`src/rtl/hp_add_pkg.sv`:
```
package hp_add_pkg;
  localparam int EXP_W  = 5;
  localparam int FRAC_W = 10;
  localparam int HP_W   = 1 + EXP_W + FRAC_W;
  localparam int MANT_W = FRAC_W + 1;
  localparam int EXP_MAX = (1 << EXP_W) - 1;
  localparam int NFLAG  = 5;

  localparam int FLG_INV = 0;
  localparam int FLG_DEN = 1;
  localparam int FLG_OVF = 2;
  localparam int FLG_UNF = 3;
  localparam int FLG_PRE = 4;

  localparam logic [HP_W-1:0] QNAN_DEF = 16'h7E00;
  localparam logic [HP_W-1:0] MAX_FIN  = 16'h7BFF;
  localparam logic [HP_W-1:0] POS_INF  = 16'h7C00;

  typedef enum logic [1:0] {
    RM_RNE = 2'd0,
    RM_RDN = 2'd1,
    RM_RUP = 2'd2,
    RM_RTZ = 2'd3
  } rnd_mode_e;
endpackage

```
`src/rtl/hp_unpack.sv`:
```
module hp_unpack
  import hp_add_pkg::*;
(
  input  logic [HP_W-1:0]   val_i,
  output logic              sign_o,
  output logic [EXP_W-1:0]  exp_o,   // effective exponent, 1 for subnormals
  output logic [MANT_W-1:0] mant_o,  // with hidden bit
  output logic              sub_o,
  output logic              inf_o,
  output logic              nan_o,
  output logic              snan_o
);
  logic [EXP_W-1:0]  ef;
  logic [FRAC_W-1:0] fr;

  always_comb begin
    sign_o = val_i[HP_W-1];
    ef     = val_i[HP_W-2:FRAC_W];
    fr     = val_i[FRAC_W-1:0];
    exp_o  = (ef == '0) ? EXP_W'(1) : ef;
    mant_o = {ef != '0, fr};
    sub_o  = (ef == '0) && (fr != '0);
    inf_o  = (ef == EXP_W'(EXP_MAX)) && (fr == '0);
    nan_o  = (ef == EXP_W'(EXP_MAX)) && (fr != '0);
    snan_o = nan_o && !fr[FRAC_W-1];
  end
endmodule

```
`src/rtl/hp_add_core.sv`:
```
module hp_add_core
  import hp_add_pkg::*;
(
  input  logic [HP_W-1:0]  a_i,
  input  logic [HP_W-1:0]  b_i,
  input  rnd_mode_e        rm_i,
  output logic [HP_W-1:0]  sum_o,
  output logic [NFLAG-1:0] flags_o
);
  localparam int SUM_W = MANT_W + 4;      // carry + mantissa + guard/round/sticky
  localparam int SH_W  = MANT_W + 3 + 16; // alignment window

  logic sa, sb, suba, subb, infa, infb, nana, nanb, snana, snanb;
  logic [EXP_W-1:0]  ea, eb;
  logic [MANT_W-1:0] ma, mb;

  hp_unpack u_ua (.val_i(a_i), .sign_o(sa), .exp_o(ea), .mant_o(ma), .sub_o(suba),
                  .inf_o(infa), .nan_o(nana), .snan_o(snana));
  hp_unpack u_ub (.val_i(b_i), .sign_o(sb), .exp_o(eb), .mant_o(mb), .sub_o(subb),
                  .inf_o(infb), .nan_o(nanb), .snan_o(snanb));

  logic              swap, big_s, eff_sub, inexact, rnd_up, tiny, ovf;
  logic [EXP_W-1:0]  big_e, sml_e, dexp;
  logic [MANT_W-1:0] big_m, sml_m, mfin;
  logic [SH_W-1:0]   shv;
  logic [SUM_W-1:0]  xo, yo, rs;
  logic [SUM_W-2:0]  m14;
  logic [3:0]        lz;
  logic [6:0]        e_n, e_f, shl, lim;
  logic [MANT_W:0]   mr;
  logic [HP_W-1:0]   fin;

  always_comb begin
    swap  = b_i[HP_W-2:0] > a_i[HP_W-2:0];
    big_s = swap ? sb : sa;
    big_e = swap ? eb : ea;
    big_m = swap ? mb : ma;
    sml_e = swap ? ea : eb;
    sml_m = swap ? ma : mb;
    eff_sub = sa ^ sb;
    dexp  = big_e - sml_e;
    shv   = {sml_m, 3'b000, 16'h0000} >> dexp;
    xo    = {1'b0, big_m, 3'b000};
    yo    = {1'b0, shv[SH_W-1:17], |shv[16:0]};
    rs    = eff_sub ? (xo - yo) : (xo + yo);

    lz = 4'd14;
    for (int i = 0; i < SUM_W - 1; i++)
      if (rs[i]) lz = 4'(SUM_W - 2 - i);
    lim = {2'b00, big_e} - 7'd1;
    if (rs[SUM_W-1]) begin
      m14 = {rs[SUM_W-1:2], |rs[1:0]};
      e_n = {2'b00, big_e} + 7'd1;
    end else begin
      shl = ({3'b000, lz} < lim) ? {3'b000, lz} : lim;
      m14 = rs[SUM_W-2:0] << shl;
      e_n = {2'b00, big_e} - shl;
    end

    inexact = |m14[2:0];
    tiny    = !m14[SUM_W-2];
    unique case (rm_i)
      RM_RNE: rnd_up = m14[2] && (m14[1] || m14[0] || m14[3]);
      RM_RDN: rnd_up = inexact && big_s;
      RM_RUP: rnd_up = inexact && !big_s;
      default: rnd_up = 1'b0;
    endcase
    mr = {1'b0, m14[SUM_W-2:3]} + {{MANT_W{1'b0}}, rnd_up};
    if (mr[MANT_W]) begin
      mfin = mr[MANT_W:1];
      e_f  = e_n + 7'd1;
    end else begin
      mfin = mr[MANT_W-1:0];
      e_f  = e_n;
    end
    ovf = e_f >= 7'(EXP_MAX);
    fin = {big_s, (mfin[MANT_W-1] ? e_f[EXP_W-1:0] : {EXP_W{1'b0}}), mfin[FRAC_W-1:0]};

    flags_o = '0;
    flags_o[FLG_DEN] = suba || subb;
    if (nana || nanb) begin
      sum_o = nana ? (a_i | 16'h0200) : (b_i | 16'h0200);
      flags_o[FLG_INV] = snana || snanb;
    end else if (infa && infb && eff_sub) begin
      sum_o = QNAN_DEF;
      flags_o[FLG_INV] = 1'b1;
    end else if (infa || infb) begin
      sum_o = infa ? a_i : b_i;
    end else if (rs == '0) begin
      sum_o = {(eff_sub ? (rm_i == RM_RDN) : sa), {(HP_W-1){1'b0}}};
    end else if (ovf) begin
      flags_o[FLG_OVF] = 1'b1;
      flags_o[FLG_PRE] = 1'b1;
      if (rm_i == RM_RTZ || (rm_i == RM_RDN && !big_s) || (rm_i == RM_RUP && big_s))
        sum_o = {big_s, MAX_FIN[HP_W-2:0]};
      else
        sum_o = {big_s, POS_INF[HP_W-2:0]};
    end else begin
      sum_o = fin;
      flags_o[FLG_PRE] = inexact;
      flags_o[FLG_UNF] = tiny && inexact;
    end
  end
endmodule

```
`src/rtl/hp_scalar_add.sv`:
```
module hp_scalar_add
  import hp_add_pkg::*;
#(
  parameter int MAX_VL = 512
) (
  input  logic              clk_i,
  input  logic              rst_ni,
  input  logic [127:0]      src1_i,
  input  logic [127:0]      src2_i,
  input  logic [127:0]      dest_old_i,
  input  logic              mask_bit_i,
  input  logic              mask_en_i,
  input  logic              zero_en_i,
  input  logic              rc_ovr_i,
  input  logic [1:0]        rc_code_i,
  input  logic              src2_reg_i,
  input  logic [1:0]        rc_glob_i,
  output logic [MAX_VL-1:0] res_o,
  output logic [NFLAG-1:0]  flags_o
);
  localparam int LANE_W = 128;
  localparam int PAD_W  = MAX_VL - LANE_W;

  rnd_mode_e        rm_sel;
  logic [HP_W-1:0]  sum, low;
  logic [NFLAG-1:0] core_flg, flg;
  logic             wr_en, primed_q;

  always_comb
    rm_sel = rnd_mode_e'((rc_ovr_i && src2_reg_i) ? rc_code_i : rc_glob_i);

  hp_add_core u_core (
    .a_i(src1_i[HP_W-1:0]), .b_i(src2_i[HP_W-1:0]), .rm_i(rm_sel),
    .sum_o(sum), .flags_o(core_flg)
  );

  always_comb begin
    wr_en = !mask_en_i || mask_bit_i;
    low   = wr_en ? sum : (zero_en_i ? '0 : dest_old_i[HP_W-1:0]);
    flg   = wr_en ? core_flg : '0;
  end

  always_ff @(posedge clk_i or negedge rst_ni) begin
    if (!rst_ni) begin
      res_o    <= '0;
      flags_o  <= '0;
      primed_q <= 1'b0;
    end else begin
      res_o    <= {{PAD_W{1'b0}}, src1_i[LANE_W-1:HP_W], low};
      flags_o  <= flg;
      primed_q <= 1'b1;
    end
  end

  AST_UPPER_PASS: assert property (@(posedge clk_i) disable iff (!rst_ni)
    primed_q |-> res_o[LANE_W-1:HP_W] == $past(src1_i[LANE_W-1:HP_W]));
  AST_ZERO_MASKED: assert property (@(posedge clk_i) disable iff (!rst_ni)
    (primed_q && $past(mask_en_i && !mask_bit_i && zero_en_i)) |->
      (res_o[HP_W-1:0] == '0 && flags_o == '0));
  AST_MERGE_MASKED: assert property (@(posedge clk_i) disable iff (!rst_ni)
    (primed_q && $past(mask_en_i && !mask_bit_i && !zero_en_i)) |->
      (res_o[HP_W-1:0] == $past(dest_old_i[HP_W-1:0]) && flags_o == '0));
  AST_OVF_INEXACT: assert property (@(posedge clk_i) disable iff (!rst_ni)
    flags_o[FLG_OVF] |-> flags_o[FLG_PRE]);
  AST_UNF_INEXACT: assert property (@(posedge clk_i) disable iff (!rst_ni)
    flags_o[FLG_UNF] |-> flags_o[FLG_PRE]);

  if (PAD_W > 0) begin : g_pad_chk
    AST_WIDE_ZERO: assert property (@(posedge clk_i)
      res_o[MAX_VL-1:LANE_W] == '0);
  end
endmodule

```
`config.mk`:
```
export PLATFORM = sky130hd
export DESIGN_NAME = hp_scalar_add
export DESIGN_NICKNAME = d
export VERILOG_FILES = /design/src/rtl/hp_add_pkg.sv /design/src/rtl/hp_unpack.sv /design/src/rtl/hp_add_core.sv /design/src/rtl/hp_scalar_add.sv
export SDC_FILE = /design/constraint.sdc
export NUM_CORES = 1
export LEC_CHECK = 0
export ABC_AREA = 1
export BUFFER_PORTS_ARGS = -buffer_cell sky130_fd_sc_hd__buf_2
export CORE_AREA = 2 2 350 352
export CTS_CLUSTER_DIAMETER = 40
export DETAILED_ROUTE_END_ITERATION = 12
export DIE_AREA = 0 0 352 354
export PLACE_DENSITY = 0.3
export REMOVE_ABC_BUFFERS = 1
export SETUP_SLACK_MARGIN = 0.02
export SLEW_MARGIN = 20
export SYNTH_ARGS = -nofsm -noshare
export SYNTH_HDL_FRONTEND = slang
export SYNTH_SLANG_ARGS = --single-unit
export TNS_END_PERCENT = 30
```
`constraint.sdc`:
```
create_clock -name clk_i -period 0.85 [get_ports clk_i]
set_input_delay 0.17 -clock clk_i [delete_from_list [all_inputs] [get_ports clk_i]]
set_output_delay 0.17 -clock clk_i [all_outputs]
set_load 0.005 [all_outputs]
```
==> impl_metrics.yaml <==
drt:
  first_pass_iters: 5
  detail_route.iter0.violations: 609
  avgRoutedWirePerCell_um: 12.4
  routed-via-count: 12700
  drt-total-wl_mm: 52.2
  route.antenna.remaining_nets: 0
  drt-vias-per-instance: 3.02
  drc: 0
logic_synthesis:
  synth.lib_cells_used.distinct: 57
  yosys_warnings: 0
  asyncSetResetFlopFracSynth_pct: 100
  post_synth.cell_area_avg_um2: 7.34
  syn-instance-count: 1677
  synthesis.area_um2: 12300
  ys_seq_elements: 133
  ys.flop_type: "dfrtp_1"
  synth-seq-area-share_pct: 27.0
  number_of_enable_type_register_cells_in_the_synthesized_netlist: 0
floorplanning:
  die_w_um: 352
  io_pins: 912
  die_span_y_um: 354
  placeable_area_um2: 121000
  die_area_um2: 125000
  initial_core_util_pct: 10.2
  floorplan.rows: 128
cts:
  tritoncts: "built"
  cts.sinks: 133
  cts_root_buffer: "clkbuf_16"
  cts-buffers-inserted: 17
  cts.path.max_buffers: 2
  cts_htree_levels: 4
  path_clk_slew_ns: 0.06
sta:
  hold_violations: 0
  share_of_the_clock_period_used_by_the_worst_path_pct: 918
  final.hold.worst_slack_ns: 0.00870
  max_slew.worst_pin.slew_ns: 0.733
  setup_viol: 154
  slew_viol_final: 0
  slew-limit-headroom_pct: 50.6
  max_freq_mhz: 128
  rsz0062_at_grt: "yes"
  post-route-min-period_ns: 7.80
  fin_ws_ns: -6.95
  final.setup.tns_ns: -159.16
pwr:
  ir_worst_vdd_mv: 1.39
  p_leak_nw: 10.8
  power_density_nw_per_um2: 2610
  finalPower_mw: 56.0
worst_setup_path:
  cpMaxStageDelayCell: "fa_2"
  element_type_at_the_critical_path_end: "flop"
  slowest_delay_ns: 0.36
  crit_family: "simple AND/OR/NAND/NOR gates"
  path_common_cell: "nand2_2"
  critPathBufInv: 13
  crit_arrival_ns: 8.11
  setup.worst_path.start_class: "primary input"
  required_time_of_the_worst_setup_path_ns: 1.16
  critPathKind: "in -> reg"
  cp.depth: 75
  timing.critical_path.from: "src2_i[8]"
  critical_path_peak_fanout: 8
worst_hold_path:
  worstHoldStart: "dest_old_i[10]"
  min_delay_path_depth: 3
  hp-class: "in -> reg"
finish:
  layout.cells.most_common: "buf_4"
  layout.nets: 3019
  fill_cells: 13800
  layout.cells.most_common_list: "buf_4, conb_1, nand2_1"
  final_layout_size_suffix_gt1_share_pct: 43.9
  area_growth_syn_to_layout_pct: 74.2
grt:
  number_of_global_route_vias_before_repair: 12300
  grt_antenna_before_repair: 3
  global_route_wire_length_before_repair_mm: 76.8
  grt.total_usage_pct: 8.06
  grt.overflow.total: 0
  grt_start_max_net_pins: 37
run_status:
  outcome: "finished with violations"
  failing_checks: "setup timing"
run:
  cap_viol_max_count: 0
place:
  dp.final_hpwl_mm: 45.2
  gp_congestion: 0.806
  place.port_buffers: 303
  detailedPlace.worstSlack_ns: -8.38
==> final cells by class <==
class | count | area [um2] | area share [%]
antenna | 1 | 2.50 | 0.0117
clock buffer | 18 | 429 | 2.00
clock inverter | 14 | 165 | 0.770
inverter | 152 | 626 | 2.92
multi-input combinational | 1361 | 8110 | 37.8
sequential | 133 | 3330 | 15.5
tap | 1625 | 2030 | 9.48
timing repair buffer | 900 | 6760 | 31.5
==> timing repair <==
action / 4_1_cts / 5_1_grt
pin swaps: 70 / 114
hold buffers: 125 / 1
cloned: 2 / 0
setup buffers: 59 / 22
endpoints found under the setup margin: 154 / 154
gates resized for setup: 224 / 188
hold endpoints to repair: 257 / 1
==> state kept, by name, summed over array words and instances, names as in the netlist <==
name,count
res_o,128
flags_o,5
==> cell families (layout without fill, tap and decap cells) <==
group	after synthesis	count (layout)	share of synthesized area, %
other	1	385	0.0305
and+or+nand+nor	734	734	27.6
muxes	2	2	0.163
AOI/OAI and AO/OA	157	157	7.53
xor gates and xnor gates	25	25	1.90
buffers and inverters	566	1084	29.6
DFF	133	133	27.0
adders and majority gates	59	59	6.12
==> layer usage <==
layer	global-route usage (%)	up-vias	routed length [um]
met5	0	-	13
met4	1.65	2	803
met3	1.42	32	2970
met2	13.7	501	24700
met1	10.6	5778	23700
li1	-	6373	-
==> tightest hold or removal path, delay by kind of cell <==
kind / cells / cell delay, ns
AND/OR/NAND/NOR: 2 / 0.11
buffers and inverters: 1 / 0.12
==> per-stage QoR <==
step / instances / util, % / instance area (um2)
after CTS: 4184 / 17.0 / 20600
final: 4204 / 17.7 / 21500
after floorplan: 1646 / - / 10700
after detailed placement: 3970 / 14.3 / 17300
after global routing: 4204 / 17.7 / 21500
after global placement: 3970 / 14.3 / 17300
==> report_power, final <==
part           switching [mW]  leakage [nW]  internal (mW)
combinational            21.7          9.00           19.6
clock                    3.03         0.286           4.42
sequential              0.233          1.56           7.06
==> synthesized netlist by cell type, drive strengths merged (4+ instances only) <==
library cell	number	share of area, %
nand2	448	15
buf	404	25
nand3	157	7.0
inv	150	4.6
dfrtp	133	27
nor2	81	3.0
o21ai	81	3.6
ha	57	5.8
a21oi	39	1.6
nand4	20	1.1
xor2	18	1.4
a31oi	11	0.71
clkbuf	10	0.30
nor3	9	0.37
nor4	8	0.41
or2	7	0.36
xnor2	7	0.50
o22ai	6	0.30
o211ai	4	0.24
o31ai	4	0.24
==> worst paths after layout <==
path | to | slack (ns)
worst min-delay path | res_o[10]$_DFF_PN0_ | 0.009
min in group asynchronous | res_o[40]$_DFF_PN0_ | 0.18
worst max-delay path | res_o[0]$_DFF_PN0_ | -6.95
max in group asynchronous | res_o[1]$_DFF_PN0_ | 0.24
Power figures use the tool's default switching activity.
